$ cat src/rtl/cla_pkg.sv
package cla_pkg;
    typedef enum logic [1:0] {FR_IDLE, FR_BLACK, FR_ACTIVE, FR_TAIL} fr_state_t;
    typedef enum logic [1:0] {HO_EMPTY, HO_ODD, HO_EVEN} ho_state_t;
    typedef enum logic [1:0] {PC_NONE, PC_BLACK, PC_VALID} pair_cls_t;
endpackage

$ cat src/rtl/cla_framer.sv
module cla_framer
    import cla_pkg::*;
#(
    parameter int OB_PAIRS = 2,
    parameter int V_PAIRS  = 8
) (
    input  logic                        clk,
    input  logic                        rst_n,
    input  logic                        in_valid,
    input  logic                        in_sol,
    output pair_cls_t                   cls,
    output logic [$clog2(V_PAIRS)-1:0]  idx,
    output logic                        first,
    output logic                        last
);
    localparam int MAXP = (OB_PAIRS > V_PAIRS) ? OB_PAIRS : V_PAIRS;
    localparam int CW   = $clog2(MAXP + 1);
    localparam int IW   = $clog2(V_PAIRS);

    fr_state_t      state, nstate;
    logic [CW-1:0]  cnt, ncnt, cur;

    // state register
    always_ff @(posedge clk or negedge rst_n) begin
        if (!rst_n) begin
            state <= FR_IDLE;
            cnt   <= '0;
        end else begin
            state <= nstate;
            cnt   <= ncnt;
        end
    end

    // classification and next state
    always_comb begin
        cls    = PC_NONE;
        cur    = cnt;
        nstate = state;
        ncnt   = cnt;
        if (in_valid) begin
            if (in_sol) begin
                cls = PC_BLACK;
                cur = '0;
                if (OB_PAIRS == 1) begin
                    nstate = FR_ACTIVE;
                    ncnt   = '0;
                end else begin
                    nstate = FR_BLACK;
                    ncnt   = CW'(1);
                end
            end else begin
                unique case (state)
                    FR_IDLE, FR_TAIL: begin
                        cls = PC_NONE;
                    end
                    FR_BLACK: begin
                        cls = PC_BLACK;
                        if (cnt == CW'(OB_PAIRS - 1)) begin
                            nstate = FR_ACTIVE;
                            ncnt   = '0;
                        end else begin
                            ncnt = cnt + CW'(1);
                        end
                    end
                    FR_ACTIVE: begin
                        cls = PC_VALID;
                        if (cnt == CW'(V_PAIRS - 1)) begin
                            nstate = FR_TAIL;
                            ncnt   = '0;
                        end else begin
                            ncnt = cnt + CW'(1);
                        end
                    end
                    default: nstate = FR_IDLE;
                endcase
            end
        end
    end

    assign idx   = cur[IW-1:0];
    assign first = (cls == PC_VALID) && (cur == '0);
    assign last  = (cls == PC_VALID) && (cur == CW'(V_PAIRS - 1));

    // the valid-pair counter never leaves the valid region
    p_active_bound_r2: assert property (@(posedge clk) disable iff (!rst_n)
        (state == FR_ACTIVE) |-> (cnt < CW'(V_PAIRS)));
endmodule

$ cat src/rtl/cla_line_store.sv
module cla_line_store #(
    parameter int W     = 12,
    parameter int LINES = 8,
    parameter int PAIRS = 8
) (
    input  logic                       clk,
    input  logic                       rst_n,
    input  logic                       we,
    input  logic                       adv,
    input  logic [$clog2(PAIRS)-1:0]   idx,
    input  logic [2*W-1:0]             wdata,
    output logic [2*W-1:0]             rdata
);
    localparam int SW    = (LINES > 1) ? $clog2(LINES) : 1;
    localparam int DEPTH = LINES * PAIRS;
    localparam int AW    = $clog2(DEPTH);

    logic [2*W-1:0] mem [DEPTH];
    logic [SW-1:0]  slot;
    logic [AW-1:0]  addr;

    assign addr  = AW'(int'(slot) * PAIRS + int'(idx));
    assign rdata = mem[addr];

    always_ff @(posedge clk) begin
        if (we) mem[addr] <= wdata;
    end

    always_ff @(posedge clk or negedge rst_n) begin
        if (!rst_n)                          slot <= '0;
        else if (adv && slot == SW'(LINES-1)) slot <= '0;
        else if (adv)                         slot <= slot + SW'(1);
    end

    // the ring of line slots wraps after LINES lines
    p_slot_wrap_r4: assert property (@(posedge clk) disable iff (!rst_n)
        (adv && slot == SW'(LINES-1)) |=> (slot == '0));
endmodule

$ cat src/rtl/cla_pixel_hold.sv
module cla_pixel_hold
    import cla_pkg::*;
#(
    parameter int W = 12
) (
    input  logic           clk,
    input  logic           rst_n,
    input  logic           load,
    input  logic [3*W-1:0] odd_in,
    input  logic [3*W-1:0] even_in,
    input  logic           first_in,
    input  logic           last_in,
    input  logic           out_ready,
    output logic           out_valid,
    output logic [3*W-1:0] out_pix,
    output logic           out_sol,
    output logic           out_eol,
    output logic           overflow
);
    ho_state_t      state, nstate;
    logic [3*W-1:0] odd_q, even_q;
    logic           first_q, last_q;
    logic           take;

    assign take = load && ((state == HO_EMPTY) || (state == HO_EVEN && out_ready));

    always_comb begin
        nstate = state;
        unique case (state)
            HO_EMPTY: if (take)      nstate = HO_ODD;
            HO_ODD:   if (out_ready) nstate = HO_EVEN;
            HO_EVEN:  if (take)      nstate = HO_ODD;
                      else if (out_ready) nstate = HO_EMPTY;
            default:  nstate = HO_EMPTY;
        endcase
    end

    // state register and held pair
    always_ff @(posedge clk or negedge rst_n) begin
        if (!rst_n) begin
            state    <= HO_EMPTY;
            odd_q    <= '0;
            even_q   <= '0;
            first_q  <= 1'b0;
            last_q   <= 1'b0;
            overflow <= 1'b0;
        end else begin
            state <= nstate;
            if (take) begin
                odd_q   <= odd_in;
                even_q  <= even_in;
                first_q <= first_in;
                last_q  <= last_in;
            end
            if (load && !take) overflow <= 1'b1;
        end
    end

    // outputs
    always_comb begin
        out_valid = (state != HO_EMPTY);
        out_pix   = (state == HO_EVEN) ? even_q : odd_q;
        out_sol   = (state == HO_ODD)  && first_q;
        out_eol   = (state == HO_EVEN) && last_q;
    end

    // offered pixel frozen under back-pressure
    p_stall_hold_r8: assert property (@(posedge clk) disable iff (!rst_n)
        (out_valid && !out_ready) |=> (out_valid && $stable(out_pix)
                                       && $stable(out_sol) && $stable(out_eol)));
    // overflow never clears on its own
    p_ovf_sticky_r9: assert property (@(posedge clk) disable iff (!rst_n)
        overflow |=> overflow);
    // after a line's last pixel leaves, only a line start may follow
    p_eol_then_sol_r7: assert property (@(posedge clk) disable iff (!rst_n)
        (out_valid && out_ready && out_eol) |=> (!out_valid || out_sol));
endmodule

$ cat src/rtl/rgb_row_aligner.sv
module rgb_row_aligner
    import cla_pkg::*;
#(
    parameter int DW        = 12,
    parameter int VALID_PIX = 16,
    parameter int OB_PIX    = 4,
    parameter int LINE_GAP  = 4
) (
    input  logic            clk,
    input  logic            rst_n,
    input  logic            scan_rev,
    input  logic            in_valid,
    input  logic            in_sol,
    input  logic [3*DW-1:0] in_odd,
    input  logic [3*DW-1:0] in_even,
    input  logic            out_ready,
    output logic            out_valid,
    output logic [3*DW-1:0] out_pix,
    output logic            out_sol,
    output logic            out_eol,
    output logic            ob_valid,
    output logic [3*DW-1:0] ob_odd,
    output logic [3*DW-1:0] ob_even,
    output logic            overflow
);
    localparam int V_PAIRS  = VALID_PIX / 2;
    localparam int OB_PAIRS = OB_PIX / 2;
    localparam int DEEP     = 2 * LINE_GAP;
    localparam int WCW      = $clog2(DEEP + 1);
    localparam int IW       = $clog2(V_PAIRS);

    pair_cls_t      cls;
    logic [IW-1:0]  idx;
    logic           first, last, warm, store_we;
    logic [WCW-1:0] lines_seen;

    logic [DW-1:0] r_o, g_o, b_o, r_e, g_e, b_e;
    logic [2*DW-1:0] deep_wr, deep_rd, mid_rd, now_pair, r_pair, b_pair;
    logic [3*DW-1:0] odd_rgb, even_rgb;

    cla_framer #(.OB_PAIRS(OB_PAIRS), .V_PAIRS(V_PAIRS)) u_framer (
        .clk(clk), .rst_n(rst_n), .in_valid(in_valid), .in_sol(in_sol),
        .cls(cls), .idx(idx), .first(first), .last(last));

    assign {r_o, g_o, b_o} = in_odd;
    assign {r_e, g_e, b_e} = in_even;
    assign store_we = (cls == PC_VALID);

    // first-scanned colour goes through the deep store
    assign deep_wr  = scan_rev ? {b_o, b_e} : {r_o, r_e};
    assign now_pair = scan_rev ? {r_o, r_e} : {b_o, b_e};

    cla_line_store #(.W(DW), .LINES(DEEP), .PAIRS(V_PAIRS)) u_deep (
        .clk(clk), .rst_n(rst_n), .we(store_we), .adv(last), .idx(idx),
        .wdata(deep_wr), .rdata(deep_rd));

    cla_line_store #(.W(DW), .LINES(LINE_GAP), .PAIRS(V_PAIRS)) u_mid (
        .clk(clk), .rst_n(rst_n), .we(store_we), .adv(last), .idx(idx),
        .wdata({g_o, g_e}), .rdata(mid_rd));

    assign r_pair   = scan_rev ? now_pair : deep_rd;
    assign b_pair   = scan_rev ? deep_rd  : now_pair;
    assign odd_rgb  = {r_pair[2*DW-1:DW], mid_rd[2*DW-1:DW], b_pair[2*DW-1:DW]};
    assign even_rgb = {r_pair[DW-1:0],    mid_rd[DW-1:0],    b_pair[DW-1:0]};

    // warm-up: count complete lines until every store holds real data
    always_ff @(posedge clk or negedge rst_n) begin
        if (!rst_n)                                     lines_seen <= '0;
        else if (last && lines_seen != WCW'(DEEP))      lines_seen <= lines_seen + WCW'(1);
    end
    assign warm = (lines_seen == WCW'(DEEP));

    cla_pixel_hold #(.W(DW)) u_hold (
        .clk(clk), .rst_n(rst_n), .load(store_we && warm),
        .odd_in(odd_rgb), .even_in(even_rgb), .first_in(first), .last_in(last),
        .out_ready(out_ready), .out_valid(out_valid), .out_pix(out_pix),
        .out_sol(out_sol), .out_eol(out_eol), .overflow(overflow));

    // shielded side port
    always_ff @(posedge clk or negedge rst_n) begin
        if (!rst_n) begin
            ob_valid <= 1'b0;
            ob_odd   <= '0;
            ob_even  <= '0;
        end else begin
            ob_valid <= (cls == PC_BLACK);
            if (cls == PC_BLACK) begin
                ob_odd  <= in_odd;
                ob_even <= in_even;
            end
        end
    end

    // no pixel offered before the warm-up count completes
    p_warm_gate_r6: assert property (@(posedge clk) disable iff (!rst_n)
        out_valid |-> warm);
    // a line start always yields a shielded beat next cycle
    p_ob_follow_r3: assert property (@(posedge clk) disable iff (!rst_n)
        (in_valid && in_sol) |=> ob_valid);
endmodule

$ cat config.mk
export PLATFORM = sky130hd
export DESIGN_NAME = rgb_row_aligner
export DESIGN_NICKNAME = d
export VERILOG_FILES = /design/src/rtl/cla_pkg.sv /design/src/rtl/cla_framer.sv /design/src/rtl/cla_line_store.sv /design/src/rtl/cla_pixel_hold.sv /design/src/rtl/rgb_row_aligner.sv
export SDC_FILE = /design/constraint.sdc
export NUM_CORES = 2
export LEC_CHECK = 0
export ABC_CLOCK_PERIOD_IN_PS = 10000
export BUFFER_PORTS_ARGS = -buffer_cell sky130_fd_sc_hd__buf_4
export CORE_ASPECT_RATIO = 2
export CORE_MARGIN = 4
export CORE_UTILIZATION = 55
export CTS_CLUSTER_SIZE = 20
export DETAILED_ROUTE_END_ITERATION = 7
export GPL_ROUTABILITY_DRIVEN = 1
export HOLD_SLACK_MARGIN = 0.15
export PLACE_DENSITY = 0.73
export REMOVE_ABC_BUFFERS = 1
export SLEW_MARGIN = 5
export SYNTH_ARGS = -nofsm -noshare
export SYNTH_HDL_FRONTEND = slang
export SYNTH_HIERARCHICAL = 1
export SYNTH_SLANG_ARGS = --single-unit
$ cat constraint.sdc
create_clock -name clk -period 10 [get_ports clk]
set_clock_uncertainty 0.2 [all_clocks]
set_input_delay 0 -clock clk [delete_from_list [all_inputs] [get_ports clk]]
set_output_delay 0 -clock clk [all_outputs]
set_load 0.005 [all_outputs]
# Word-level counts from Yosys, hierarchy flattened
# Memories as Yosys holds them, arrays and structs flattened. A register that Yosys moved wholly into a read port is not among the register bits.
# Cells that the tools add are included.
[classes] n_eq_ne=19 n_mux=29 reduce_logical=25 n_addsub=6
[op_table] op="two-way mux 24 bit" count=4
[op_table] op="two-way mux 36 bit" count=1
[op_table] op="two-way mux 2 bit" count=11
[op_table] op="two-way mux 4 bit" count=5
[op_table] op="one-hot mux 2 bit (3 select lines)" count=2
[op_table] op="logical AND 1 bit" count=11
[op_table] op="equality test 2 bit (second input constant)" count=5
[op_table] op="!= test 3 x 2 -> 1 bit (second input constant)" count=3
[op_table] op="adder 4 x 1 -> 4 bit (second input constant)" count=2
[op_table] op="equality test 4 x 3 -> 1 bit (second input constant)" count=2
[op_table] op="one-hot mux 4 bit (2 select lines)" count=1
[op_table] op="adder 6 x 3 -> 6 bit" count=1
[op_table] op="equality test 2 x 1 -> 1 bit (second input constant)" count=3
[op_table] op="two-way mux 3 bit" count=2
[op_table] op="nonzero test 2 bit" count=3
[op_table] op="adder 5 x 3 -> 5 bit" count=1
[op_table] op="equality test 4 x 1 -> 1 bit (second input constant)" count=1
[op_table] op="equality test 4 bit (second input constant)" count=1
[op_table] op="logical NOT 2 bit" count=2
[op_table] op="logical NOT 4 bit" count=1
[op_table] op="!= test 4 bit (second input constant)" count=1
[op_table] op="one-hot mux 2 bit (2 select lines)" count=1
[op_table] op="AND reduction 4 bit" count=1
[op_table] op="adder 3 x 1 -> 3 bit (second input constant)" count=1
[op_table] op="other kinds (11)" count=13
[word_totals] out_inout_bits=113 register_bits=165 ramBits=2304 mem_count=2 input_bits=78 word_cells=95
[mem_list] name="u_deep.mem" words=64 word_bits=24 read_ports=1 rd_ports_with_merged_regs=0 wr=1 line="cla_line_store.sv:18" source="logic [2*W-1:0] mem [DEPTH];"
[mem_list] name="u_mid.mem" words=32 word_bits=24 read_ports=1 rd_ports_with_merged_regs=1 wr=1 line="cla_line_store.sv:18"

# Logic depth before layout (Yosys ltp)
[depth] depth_word=10 mapped_depth=15 mapped_depth_nobuf=10

# Hierarchy
# Netlist, hierarchy kept.
[modules_own_cells] mod="cla_line_store at u_deep" n_inst=1 seq_area_each_um2=46199.3 cells_each=3374 area_each_um2=59249.3
[modules_own_cells] mod="cla_line_store at u_mid" n_inst=1 seq_area_each_um2=23112.2 cells_each=1261 area_each_um2=29409.5
[modules_own_cells] mod="rgb_row_aligner" n_inst=1 seq_area_each_um2=1926.8 cells_each=258 area_each_um2=3891.2
[modules_own_cells] mod="cla_pixel_hold" n_inst=1 seq_area_each_um2=1926.8 cells_each=215 area_each_um2=3664.8
[modules_own_cells] mod="cla_framer" n_inst=1 seq_area_each_um2=150.1 cells_each=53 area_each_um2=488.0

# Worst setup path before layout
# Ideal clock, no wire load.
[synth_timing] path_kind="register -> register" start="reg u_framer.cnt[2]" end="mem u_deep/mem[12][0] in the netlist's numbering (enable)" setup_ns=0.405 synth_period_minus_slack_ns=3.937 t_arrival_ns=3.333 t_required_ns=9.395 n_path_buf=7 setup_slack_ns=6.063 path_stages_with_launch=11 path_cell_list="dfrtp_1 > a21boi_0 > buf_6 > buf_8 > buf_12 > buf_6 > buf_4 > buf_2 > buf_2 > nand3_1 > nor2_1"
[synth_via] elab_chain_len=3
[synth_lines] item="from (decl)" line="cla_framer.sv:21" source="logic [CW-1:0] cnt, ncnt, cur;"
[synth_lines] item="from (signal assigned)" line="cla_framer.sv:30" source="cnt <= ncnt;"
[synth_lines] item="two-way mux 4 bit" line="cla_framer.sv:41" source="if (in_sol) begin"
[synth_lines] item="two-way mux 4 bit *" line="cla_framer.sv:40" source="if (in_valid) begin"
[synth_lines] item="named net idx[2]" line="rgb_row_aligner.sv:33" source="logic [IW-1:0] idx;"
[synth_lines] item="adder 6 x 3 -> 6 bit *" line="cla_line_store.sv:22" source="assign addr = AW'(int'(slot) * PAIRS + int'(idx));"
[synth_lines] item="to (decl)" line="cla_line_store.sv:18"
# The timed path passes the listed nets; every way through them passes the cells marked *.

# Worst setup path in the final report
[layout_timing] start="reg u_framer.cnt[2]" end="reg u_hold.even_q[31]"
[layout_via] elab_chain_len=5
[layout_lines] item="two-way mux 4 bit" line="cla_framer.sv:41"
[layout_lines] item="two-way mux 4 bit *" line="cla_framer.sv:40"
[layout_lines] item="named net idx[2]" line="rgb_row_aligner.sv:33"
[layout_lines] item="adder 6 x 3 -> 6 bit *" line="cla_line_store.sv:22"
[layout_lines] item="memory (64 x 24 bit) *"
[layout_lines] item="named net deep_rd[7]" line="rgb_row_aligner.sv:38" source="logic [2*DW-1:0] deep_wr, deep_rd, mid_rd, now_pair, r_pair, b_pair;"
[layout_lines] item="two-way mux 24 bit *" line="rgb_row_aligner.sv:61" source="assign r_pair = scan_rev ? now_pair : deep_rd;"
[layout_lines] item="named net r_pair[7]" line="rgb_row_aligner.sv:38"
[layout_lines] item="to (signal assigned)" line="cla_pixel_hold.sv:51" source="even_q <= even_in;"
[layout_lines] item="to (decl)" line="cla_pixel_hold.sv:21" source="logic [3*W-1:0] odd_q, even_q;"
# Marks and branches as above.
# A chain may end at the register's enable or synchronous reset.

==> metrics.csv <==
stage,metric,value,unit
outcome,status,"finished, final reports clean",
die,DIE HEIGHT,601,um
critical_path,R2R Setup Slk,4.69,ns
die,io pins,191,
sta,Final setup viols,0,
sta,crit path time final,5.31,ns
detailed_routing,routed len/inst,34.2,um
critical_path,Worst setup SP type,flop,
sta,RSZ-0062 raised after global routing,no,
critical_path,Setup crit end kind,flop,
pwr,Clk pwr share,32.7,%
critical_path,crit path to,u_hold/even_q[31],
detailed_routing,drt total wl,276000,um
grt,pin count of the biggest net entering global routing,124,
sta,fin crit share,53.1,%
critical_path,FF-to-FF End,u_hold/even_q[31],
die,Die W,305,um
synth,Adder-Cell Fraction of Synth Area,0.129,%
clock_network,post-CTS repair timing setup buffer count,0,
detailed_routing,drt drc,0,
clock_network,Root Buffer,clkbuf_16,
critical_path,worst r2r src,u_framer/cnt[2],
grt,total gr overflow,0,
critical_path,Setup CP Type,flop to flop,
synth,main combinational cell family by area after synthesis,multiplexers,
pwr,Leak,35.2,nW
cells_and_area,Layout area overhead,13.1,%
synth,Synth Area in Simple Gates,2.25,%
clock_network,CTS Hold Bufs,172,
clock_network,CTS Buffer Depth,4,
clock_network,number of buffers created by CTS,208,
placement,dpl hpwl,164000,um
die,die area,183000,sq um
grt,total track usage,29.6,%
synth,post-synthesis mux area share,11.7,%
detailed_routing,via count,54600,
detailed_routing,Final ANT Viol Nets,0,
pwr,internal power,0.0174,W
sta,final slew viol count,0,
critical_path,Setup crit start,u_framer/cnt[2],
critical_path,Critical Path Slowest Stage Cell,buf_4,
synth,Post-Syn Instances,5161,
synth,Synth area leader,edfxtp_1,
clock_network,H-tree depth,4,
synth,post-synth top area share,71.5,%
sta,relative slew slack,8.07,%
critical_path,CP arrival,5.84,ns
die,core area,175000,sq um
cells_and_area,Filler Cell Count,12000,
detailed_routing,vias per cell,6.78,
sta,final hold vios,0,
synth,"Top FF cell, synth",edfxtp_1,
synth,Seq cells post-synth,2469,
clock_network,clk slew on worst S/H paths,0.07,ns
grt,first-pass GRT wire length,391000,um
pwr,switching part of the total,27.0,%
clock_network,CTS tree,done,
grt,initial antenna violation count,18,
critical_path,critical path depth in cells,11,
detailed_routing,Initial DRC Count,7257,
critical_path,crit path cell chain,a21boi_4 > buf_12 > buf_4 > buf_4 > mux2_2 > a22oi_1 > o221ai_1 > a22oi_1 > or4b_1 > mux2_2 > mux2_4,
clock_network,Worst-Skew Late Latency,0.85,ns
sta,final hold slack,0.191,ns
synth,"count leader, synth",edfxtp_1,
synth,Post-synth top cells,"edfxtp_1 (2304), mux2_2 (241), mux4_2 (231)",
run,max_cap viols,0,
placement,I/O Buffers,190,
synth,Synth cell types,81,
sta,max frequency,0.188,GHz
critical_path,crit-path max cell delay,0.72,ns
die,initial cell density of the core,55.3,%
synth,"top cells by area, synth","edfxtp_1 (72%), mux4_2 (5.4%), dfrtp_1 (4.3%)",
sta,worst-margin pin slew,1.38,ns
pwr,Seq pwr share,48.3,%
grt,number of global-route vias before repair,54800,
synth,mean post-synth cell area,18.7,sq um
die,row cnt,217,
synth,"Seq/Total Area, Yosys",75.8,%
synth,post-synthesis compound-gate area fraction,8.02,%
pwr,maximum VDD drop,0.188,mV
critical_path,"CP delay by family, top",buffers and inverters,
clock_network,clock sinks,2469,
placement,Final Wtd Congestion,0.939,
sta,setup TNS,0,ns
synth,YS warnings,6,
detailed_routing,DRT Pass-1 Iters,6,
critical_path,WP data required,10.53,ns
critical_path,Worst Path Buf+Inv,3,
pwr,sw power,0.00645,W
clock_network,post_cts resized,0,
critical_path,r2r worst-path depth,11,
critical_path,worst-path maximum fanout,86,
synth,xor and xnor area share after synthesis,0.00906,%
synth,asr flop ratio synth,6.68,%
cells_and_area,layout cell share with drive strength beyond 1,24.1,%
cells_and_area,Final #Nets,5666,
synth,Post-synth EDFFs,2304,
pwr,Combinational Power Share,19.0,%
pwr,Pwr Density,218,nW/um^2
synth,synthesized area,96700,sq um
min_path,Hold WC Path Type,primary input to flop,
state kept, by name (all words and copies together) (netlist names):
signal	flops
u_deep/mem	1536
u_mid/mem	768
ob_even	36
ob_odd	36
u_hold/even_q	36
u_hold/odd_q	36
lines_seen	4
u_framer/cnt	4
u_deep/slot	3
u_framer/state	2
u_hold/state	2
u_mid/slot	2
ob_valid	1
u_hold/first_q	1
u_hold/last_q	1
u_hold/overflow	1
worst min path at each step:
stage                         from                 to  cells after the start
after floorplan              rst_n      lines_seen[0]                      0
after global placement       rst_n   u_hold/even_q[8]                      1
after detailed placement     rst_n   u_hold/even_q[8]                      1
after CTS                 scan_rev  u_hold/even_q[26]                      4
after global routing      scan_rev   u_hold/odd_q[26]                      4
final                     scan_rev  u_hold/even_q[32]                      4
metal layers:
metal	track usage, %	part of all wire [%]	routed length [um]
met1	33.3	31	85900
met2	51.8	51	142000
met4	19.7	8.4	23200
met5	0	0.016	45
met3	5.12	8.9	24600
placed cells by master, fill, tap and decap left out, types with 165 or more instances in the layout:
| master | count |
|---|---|
| a21oi_1 | 174 |
| dlygate4sd3_1 | 167 |
| clkbuf_16 | 209 |
| mux2_2 | 237 |
| dfrtp_1 | 165 |
| o21ai_0 | 179 |
| a22oi_1 | 229 |
| a221oi_1 | 174 |
| edfxtp_1 | 2304 |
| buf_4 | 373 |
| mux4_2 | 231 |
| mux2i_1 | 189 |
power groups by stage:
stage	combinational (W)	sequential (W)	clock, W
floorplan	0.00428	0.0117	0
global placement	0.00430	0.0117	0
detailed placement	0.00436	0.0118	0
CTS	0.00446	0.0115	0.00789
global route	0.00474	0.0115	0.00832
finish	0.00453	0.0115	0.00781
worst register-to-register path, stage by stage (launching register included):
cell and delay [ns]:
dfrtp_1 0.47, a21boi_4 0.24, buf_12 0.35, buf_4 0.81
buf_4 0.71, mux2_2 0.47, a22oi_1 0.20, o221ai_1 0.18
a22oi_1 0.42, or4b_1 0.58, mux2_2 0.31, mux2_4 0.25
per-stage QoR:
| stage | cell area [sq um] | power [W] | util, % | setup WS [ns] | instances |
|---|---|---|---|---|---|
| finish | 109000 | 0.0239 | 62.6 | 4.69 | 8061 |
| detailed placement | 101000 | 0.0161 | 57.9 | 4.78 | 7495 |
| floorplan | 94700 | 0.0160 | - | -65.86 | 4812 |
| CTS | 109000 | 0.0239 | 62.5 | 4.77 | 8038 |
| global route | 109000 | 0.0246 | 62.6 | 4.56 | 8049 |
| global placement | 101000 | 0.0160 | 57.8 | 4.84 | 7494 |
layout make-up:
type / count / area, sq um / area share [%]
Clock inverter: 102 / 838 / 0.766
Timing Repair Buffer: 556 / 4800 / 4.39
Tap cell: 2299 / 2880 / 2.63
Antenna cell: 23 / 57.6 / 0.0526
Sequential cell: 2469 / 73300 / 67.0
Inverter: 14 / 55.1 / 0.0503
Clock buffer: 269 / 5550 / 5.07
Multi-Input combinational cell: 2329 / 21900 / 20.0
cell families after synthesis:
family / count (synthesis)
mux: 764
fa+ha+maj: 10
compound gates: 1099
buf+inv: 363
simple gates: 455
flops: 2469
xor+xnor: 1
Note: power is estimated with default switching activity, not from simulation.
